<file path="config.mk">
export PLATFORM = sky130hd
export DESIGN_NAME = fbf_pingpong_fetch
export DESIGN_NICKNAME = d
export VERILOG_FILES = /design/src/rtl/fbf_pkg.sv /design/src/rtl/fbf_len_calc.sv /design/src/rtl/fbf_buf_pick.sv /design/src/rtl/fbf_pingpong_fetch.sv
export SDC_FILE = /design/constraint.sdc
export NUM_CORES = 1
export LEC_CHECK = 0
export ABC_AREA = 1
export BUFFER_PORTS_ARGS = -buffer_cell sky130_fd_sc_hd__buf_4
export CAP_MARGIN = 25
export CORE_ASPECT_RATIO = 1.4
export CORE_UTILIZATION = 30
export CTS_CLUSTER_SIZE = 24
export DETAILED_ROUTE_END_ITERATION = 10
export PLACE_DENSITY = 0.54
export RECOVER_POWER = 50
export SYNTH_ARGS = -nofsm -noshare
export SYNTH_HDL_FRONTEND = slang
export SYNTH_SLANG_ARGS = --single-unit
</file>
<file path="constraint.sdc">
create_clock -name clk_i -period 7.7 [get_ports clk_i]
set_input_delay 1.54 -clock clk_i [delete_from_list [all_inputs] [get_ports clk_i]]
set_output_delay 1.54 -clock clk_i [all_outputs]
set_load 0.02 [all_outputs]
</file>
<file path="src/rtl/fbf_pkg.sv">
package fbf_pkg;
   localparam int CODE_W   = 3;
   localparam int CTRL_W   = 16;
   localparam int MODE_BIT = 0;
   localparam int CODE_LSB = 4;

   typedef enum logic {
      BUF_A = 1'b0,
      BUF_B = 1'b1
   } buf_idx_e;
endpackage

</file>
<file path="src/rtl/fbf_len_calc.sv">
module fbf_len_calc #(
   parameter int ADDR_W  = 32,
   parameter int MAX_LOG = 4,
   parameter int LEN_W   = MAX_LOG + 1
) (
   input  logic                          clk_i,
   input  logic                          rst_n_i,
   input  logic [fbf_pkg::CODE_W-1:0]    code_i,
   input  logic [ADDR_W-1:0]             rem_i,
   output logic [LEN_W-1:0]              full_len_o,
   output logic [LEN_W-1:0]              fit_len_o
);
   localparam int NCODES = 1 << fbf_pkg::CODE_W;

   generate
      if (MAX_LOG < 0 || MAX_LOG >= NCODES) begin : g_bad_log
         $error("fbf_len_calc: MAX_LOG out of range");
      end
      if (LEN_W < MAX_LOG + 1) begin : g_bad_len
         $error("fbf_len_calc: LEN_W too narrow");
      end
   endgenerate

   logic [LEN_W-1:0] len_tbl [NCODES];

   for (genvar g = 0; g < NCODES; g++) begin : g_tbl
      if (g <= MAX_LOG) begin : g_pow
         assign len_tbl[g] = LEN_W'(1) << g;
      end else begin : g_clamp
         assign len_tbl[g] = LEN_W'(1) << MAX_LOG;
      end
   end

   assign full_len_o = len_tbl[code_i];
   assign fit_len_o  = (rem_i < ADDR_W'(full_len_o)) ? rem_i[LEN_W-1:0] : full_len_o;

   // burst length is a power of two and the fitted length never exceeds it
   a_r3_len_shape: assert property (@(posedge clk_i) disable iff (!rst_n_i)
      ($countones(full_len_o) == 1) && (fit_len_o <= full_len_o));
endmodule

</file>
<file path="src/rtl/fbf_buf_pick.sv">
module fbf_buf_pick #(
   parameter int ADDR_W = 32
) (
   input  fbf_pkg::buf_idx_e    sel_i,
   input  logic [ADDR_W-1:0]    base0_i,
   input  logic [ADDR_W-1:0]    ceil0_i,
   input  logic [ADDR_W-1:0]    base1_i,
   input  logic [ADDR_W-1:0]    ceil1_i,
   output logic [ADDR_W-1:0]    base_o,
   output logic [ADDR_W-1:0]    ceil_o
);
   always_comb begin
      if (sel_i == fbf_pkg::BUF_B) begin
         base_o = base1_i;
         ceil_o = ceil1_i;
      end else begin
         base_o = base0_i;
         ceil_o = ceil0_i;
      end
   end
endmodule

</file>
<file path="src/rtl/fbf_pingpong_fetch.sv">
module fbf_pingpong_fetch #(
   parameter int ADDR_W        = 32,
   parameter int WORD_BYTES    = 4,
   parameter int SPACE_W       = 8,
   parameter int MAX_BURST_LOG = 4,
   localparam int LEN_W        = MAX_BURST_LOG + 1
) (
   input  logic                        clk_i,
   input  logic                        rst_n_i,
   input  logic                        enable_i,
   input  logic [fbf_pkg::CTRL_W-1:0]  ctrl_i,
   input  logic [ADDR_W-1:0]           base0_i,
   input  logic [ADDR_W-1:0]           ceil0_i,
   input  logic [ADDR_W-1:0]           base1_i,
   input  logic [ADDR_W-1:0]           ceil1_i,
   input  logic [SPACE_W-1:0]          fifo_space_i,
   output logic                        req_valid_o,
   input  logic                        req_ready_i,
   output logic [ADDR_W-1:0]           req_addr_o,
   output logic [LEN_W-1:0]            req_len_o,
   output logic                        eof0_o,
   output logic                        eof1_o
);
   import fbf_pkg::*;

   localparam int WB_LOG = $clog2(WORD_BYTES);

   generate
      if (WORD_BYTES < 1 || (1 << WB_LOG) != WORD_BYTES) begin : g_bad_wb
         $error("fbf_pingpong_fetch: WORD_BYTES must be a power of two");
      end
      if (SPACE_W < LEN_W) begin : g_bad_space
         $error("fbf_pingpong_fetch: SPACE_W narrower than burst length");
      end
      if (ADDR_W <= WB_LOG + LEN_W) begin : g_bad_addr
         $error("fbf_pingpong_fetch: ADDR_W too small");
      end
   endgenerate

   // control fields consumed here; the rest belong to the unpacking stage
   logic                dual_mode;
   logic [CODE_W-1:0]   burst_code;
   logic                ctrl_unused;
   assign dual_mode   = ctrl_i[MODE_BIT];
   assign burst_code  = ctrl_i[CODE_LSB +: CODE_W];
   assign ctrl_unused = ^{ctrl_i[CTRL_W-1:CODE_LSB+CODE_W], ctrl_i[CODE_LSB-1:MODE_BIT+1]};

   logic                run_q, pend_q, eof0_q, eof1_q;
   buf_idx_e            cur_q, nxt_sel;
   logic [ADDR_W-1:0]   ptr_q, ceil_q;
   logic [LEN_W-1:0]    held_q;

   logic [ADDR_W-1:0]   pick_base, pick_ceil, rem_words;
   logic [LEN_W-1:0]    full_len, fit_len;
   logic                hs, last_burst;

   // region that the next frame uses: region 0 on start-up or in single mode
   always_comb begin
      if (run_q && dual_mode) nxt_sel = (cur_q == BUF_A) ? BUF_B : BUF_A;
      else                    nxt_sel = BUF_A;
   end

   fbf_buf_pick #(.ADDR_W(ADDR_W)) u_pick (
      .sel_i   (nxt_sel),
      .base0_i (base0_i),
      .ceil0_i (ceil0_i),
      .base1_i (base1_i),
      .ceil1_i (ceil1_i),
      .base_o  (pick_base),
      .ceil_o  (pick_ceil)
   );

   assign rem_words = ((ceil_q - ptr_q) >> WB_LOG) + ADDR_W'(1);

   fbf_len_calc #(.ADDR_W(ADDR_W), .MAX_LOG(MAX_BURST_LOG), .LEN_W(LEN_W)) u_len (
      .clk_i      (clk_i),
      .rst_n_i    (rst_n_i),
      .code_i     (burst_code),
      .rem_i      (rem_words),
      .full_len_o (full_len),
      .fit_len_o  (fit_len)
   );

   assign req_len_o   = pend_q ? held_q : fit_len;
   assign req_valid_o = run_q && (pend_q || (fifo_space_i >= SPACE_W'(full_len)));
   assign req_addr_o  = ptr_q;
   assign hs          = req_valid_o && req_ready_i;
   assign last_burst  = (ADDR_W'(req_len_o) == rem_words);
   assign eof0_o      = eof0_q;
   assign eof1_o      = eof1_q;

   always_ff @(posedge clk_i) begin
      if (!rst_n_i) begin
         run_q  <= 1'b0;
         pend_q <= 1'b0;
         cur_q  <= BUF_A;
         ptr_q  <= '0;
         ceil_q <= '0;
         held_q <= '0;
         eof0_q <= 1'b0;
         eof1_q <= 1'b0;
      end else begin
         eof0_q <= enable_i && hs && last_burst && (cur_q == BUF_A);
         eof1_q <= enable_i && hs && last_burst && (cur_q == BUF_B);
         if (!enable_i) begin
            run_q  <= 1'b0;
            pend_q <= 1'b0;
            cur_q  <= BUF_A;
         end else if (!run_q) begin
            run_q  <= 1'b1;
            pend_q <= 1'b0;
            cur_q  <= BUF_A;
            ptr_q  <= pick_base;
            ceil_q <= pick_ceil;
         end else if (hs) begin
            pend_q <= 1'b0;
            if (last_burst) begin
               cur_q  <= nxt_sel;
               ptr_q  <= pick_base;
               ceil_q <= pick_ceil;
            end else begin
               ptr_q <= ptr_q + (ADDR_W'(req_len_o) << WB_LOG);
            end
         end else if (req_valid_o) begin
            pend_q <= 1'b1;
            held_q <= req_len_o;
         end
      end
   end

   // a request never runs past the captured end address
   a_r5_no_overrun: assert property (@(posedge clk_i) disable iff (!rst_n_i)
      req_valid_o |-> ({1'b0, req_addr_o} + ({1'b0, ADDR_W'(req_len_o)} << WB_LOG) - 1'b1)
                      <= {1'b0, ceil_q});

   // a fresh request only appears with room for a whole burst
   a_r6_space: assert property (@(posedge clk_i) disable iff (!rst_n_i)
      $rose(req_valid_o) |-> (fifo_space_i >= SPACE_W'(full_len)));

   // an unaccepted request stays put
   a_r7_hold: assert property (@(posedge clk_i) disable iff (!rst_n_i)
      (req_valid_o && !req_ready_i && enable_i) |=>
         (req_valid_o && $stable(req_addr_o) && $stable(req_len_o)));

   // end-of-frame pulses follow an acceptance and never coincide
   a_r8_eof_src: assert property (@(posedge clk_i) disable iff (!rst_n_i)
      (eof0_o || eof1_o) |-> $past(req_valid_o && req_ready_i));
   a_r8_eof_excl: assert property (@(posedge clk_i) disable iff (!rst_n_i)
      $onehot0({eof0_o, eof1_o}));

   // disabling silences the engine on the next cycle
   a_r10_off: assert property (@(posedge clk_i) disable iff (!rst_n_i)
      !enable_i |=> (!req_valid_o && !eof0_o && !eof1_o));
endmodule

</file>
==> run_results.csv <==
group,metric,value,unit
critical_path,crit_path_start,"req_addr_o[2]$_SDFFE_PN0P_",
sta,holdWs,0.4458,ns
finish,nFillCells,3259,
finish,multi_input_area,0.006201,sq mm
critical_path,cp.arrival,7.26,ns
sta,fin_crit,7.049,ns
finish,fin_nets,1840,
sta,slew_viol_final,0,
pwr,switching_share,45.86,%
die,dieArea,0.03009,sq mm
detailed_routing,detail-route-antenna-nets,0,
cts,path_clk_slew,0.07,ns
logic_synthesis,ys_async_sr_fraction,0,%
die,io_pins,196,
logic_synthesis,synth-seq-cells,74,
logic_synthesis,yosys.area.top_type,"nand2_1",
logic_synthesis,avgSynthCellArea,6.024,sq um
pwr,p_sw,0.9031,mW
min_path,hp-start,"cur_q$_SDFFE_PN0P_",
critical_path,cp_slowest_stage_delay,0.39,ns
run,max_cap_viol_count,0,
critical_path,slowest_stage,"fa_1",
cts,cts_tree,"built",
finish,diodes,0,
global_routing,grt_pass1_wl,45.23,mm
pwr,p_comb_share,54.0,%
cts,cts_hold_buf,0,
die,die_w,146.9,microns
logic_synthesis,syn_inst,1464,
logic_synthesis,synth_area,0.008818,sq mm
detailed_routing,wl_per_cell,13.97,microns
sta,fmax,141.9,MHz
critical_path,cp.required,7.91,ns
logic_synthesis,yosysSeqAreaShare,16.80,%
finish,drive_above_1_share,22.22,%
finish,ff_latch_area,0.001483,sq mm
cts,clockRootBuffer,"clkbuf_16",
logic_synthesis,yosys.cell_types.count,53,
sta,finalSetupViolCount,0,
global_routing,use_met1,21.44,%
global_routing,grt_max_degree,53,
cts,clock_latency,0.35,ns
logic_synthesis,ys_warn_count,0,
die,core.rowCount,73,
sta,skew,0.01281,ns
detailed_routing,viasPerCell,4.664,
cts,numCtsBuffers,9,
detailed_routing,first_pass_iters,5,
pwr,internal_power,1.066,mW
global_routing,gr-usage-all-layers,18.94,%
sta,tns,0,ns
cts,cts.path.max_buffers,2,
logic_synthesis,ys_top_cells_by_area,"nand2_1 19%, dfxtp_1 17%, inv_1 9.9%, nand3_1 7.0%, ha_1 6.4%",
cts,htree_num_levels,3,
finish,areaGrowthSynthToFinish,22.62,%
global_routing,grt_overflow,0,
logic_synthesis,synth_top_area_share,18.73,%
global_routing,grt_use_met2,35.41,%
pwr,irDropWorstVdd,87.55,uV
logic_synthesis,syn-num-nets,1666,
die,fp.dieH,204.9,microns
placement,dpl_cell_area,0.01056,sq mm
global_routing,use_met3,1.737,%
pwr,p_leak,5.867,nW
cts,clock-sinks,74,
placement,gp_routability_congestion,0.8563,
pwr,p_total,1.969,mW
sta,relSlewSlack,34.28,%
critical_path,crit_path_end_kind,"flip-flop",
critical_path,worstSetupPathType,"reg -> reg",
detailed_routing,drc,0,
detailed_routing,drt_wl_total,28.20,mm
critical_path,r2r_start,"req_addr_o[2]$_SDFFE_PN0P_",
global_routing,grt_pass1_vias,9207,
pwr,clkPwrFrac,23.9,%
sta,worst_pin_slew,0.9834,ns
pwr,power_density,182.1,mW/mm^2
critical_path,start_kind,"flip-flop",
critical_path,path_max_fanout,6,
min_path,min_delay_path_depth,1,
critical_path,rr_worst_depth,48,
placement,dp_slack,0.3414,ns
finish,finalInstanceArea,0.01081,sq mm
die,initial_utilization,30.75,%
placement,portBuffers,183,
logic_synthesis,synth_edf_count,0,
die,core_area,0.02868,sq mm
global_routing,antenna_found_initial,0,
detailed_routing,vias,9412,
logic_synthesis,synthFlopType,"dfxtp_1",
sta,fin_ws,0.6514,ns
global_routing,grt_busiest_layer,"met2",
run_status,status,"finished clean",
sta,period_share,91.54,%
sta,hold_viol,0,
min_path,hp-class,"reg -> reg",
pwr,p_seq_share,22.1,%
detailed_routing,dr.first_iter.drc_count,425,
placement,hpwlAfterDp,23.56,mm
==> synth_stat cells (2+ instances only) <==
cell           number
buf_1               2
nand3_2             9
a21oi_2            31
a21boi_0            3
buf_4               5
mux2i_1            52
o21bai_1            3
buf_2               5
a21oi_1            72
o21ai_1             5
clkbuf_1           13
buf_8               3
nor2_2             16
or2_2               5
ha_1               45
inv_2              26
dlygate4sd1_1       2
mux2_2             10
xor2_1             32
nand4_1            33
nand2_2            59
inv_1             233
nand3_1           123
nand3_4             2
nand3b_1            4
nor2_4              7
buf_6               3
nor2_1             84
o211a_1             2
and2_1              3
xnor2_1             3
nor3_1             15
o21a_1              3
dfxtp_1            74
o21ai_0            17
nor4_1              3
o31ai_1             2
nand2_1           440
==> kinds of logic (layout without fill, tap and decap cells) <==
kind of cell / count (synthesis) / after routing / synth area share (%)
AOI/OAI and AO/OA: 142 / 142 / 9.946
xor gates and xnor gates: 36 / 36 / 3.661
adders and majority gates: 46 / 46 / 6.612
buffers and inverters: 294 / 473 / 13.56
DFF: 74 / 74 / 16.80
muxes: 62 / 62 / 7.179
and+or+nand+nor: 810 / 810 / 42.24
==> stage by stage <==
stage	cells	util, %
after floorplan	1464	-
after global placement	1999	36.74
after detailed placement	2000	36.83
after CTS	2016	37.97
after global routing	2018	37.70
final	2018	37.70
==> path summary, 6_finish.rpt <==
check | to | slack (ns)
worst min register to register | eof0_o$_SDFF_PN0_ | 0.45
worst min-delay path | eof0_o$_SDFF_PN0_ | 0.45
worst max-delay path | req_addr_o[30]$_SDFFE_PN0P_ | 0.65
worst max register to register | req_addr_o[30]$_SDFFE_PN0P_ | 0.65
==> layout by cell type, fill, tap and decap left out, types with 9 or more instances in the layout <==
cell type  Yosys  layout
a21oi_1       72      70
a21oi_2       31      33
buf_4          5     157
clkbuf_1      13      37
clkbuf_16      0       9
dfxtp_1       74      73
ha_1          45      41
inv_1        233     232
inv_2         26      27
mux2_2        10      10
mux2i_1       52      52
nand2_1      440     441
nand2_2       59      59
nand3_1      123     121
nand3_2        9      10
nand4_1       33      33
nor2_1        84      82
nor2_2        16      18
nor3_1        15      13
o21ai_0       17      17
xor2_1        32      31
==> sequential cells by signal, indices dropped and copies added (netlist names) <==
name / cells
ceil_q: 32
req_addr_o: 32
held_q: 5
cur_q: 1
eof0_o: 1
eof1_o: 1
pend_q: 1
run_q: 1
==> power by group through the flow <==
stage               registers, mW  clock network [mW]  logic, mW
floorplan                   0.452                   0      0.768
global placement            0.443                   0       1.06
detailed placement          0.444                   0       1.07
CTS                         0.435               0.481       1.07
global route                0.438               0.496       1.21
finish                      0.435               0.472       1.06
==> final cells by class <==
class                      instances  area share [%]
tap                              375           4.339
multi-input combinational       1096           57.35
timing repair buffer             196           12.51
inverter                         261           9.072
clock buffer                      10           2.210
clock inverter                     6          0.8100
sequential                        74           13.71
==> worst max-delay path: cells and delay by family, from the launching register on <==
kind / cells / cell delay [ns]
AND/OR/NAND/NOR: 25 / 3.09
adder cells (fa/ha/maj): 5 / 1.46
AO/OA/AOI/OAI: 5 / 0.62
buffers and inverters: 11 / 1.02
XOR/XNOR: 2 / 0.34
flip-flops: 1 / 0.36
==> metal layers <==
layer  part of all wire (%)  routed length [microns]
met5                      0                        0
met4                    3.9                     1109
met1                     42                    11850
met2                     51                    14430
met3                    2.9                      805
==> what timing repair did <==
item / 4_1_cts / 5_1_grt
resized for setup: 0 / 18
buffers inserted: 0 / 2
endpoints found under the setup margin: 0 / 7
No activity file was read; power rests on OpenSTA's default activity.
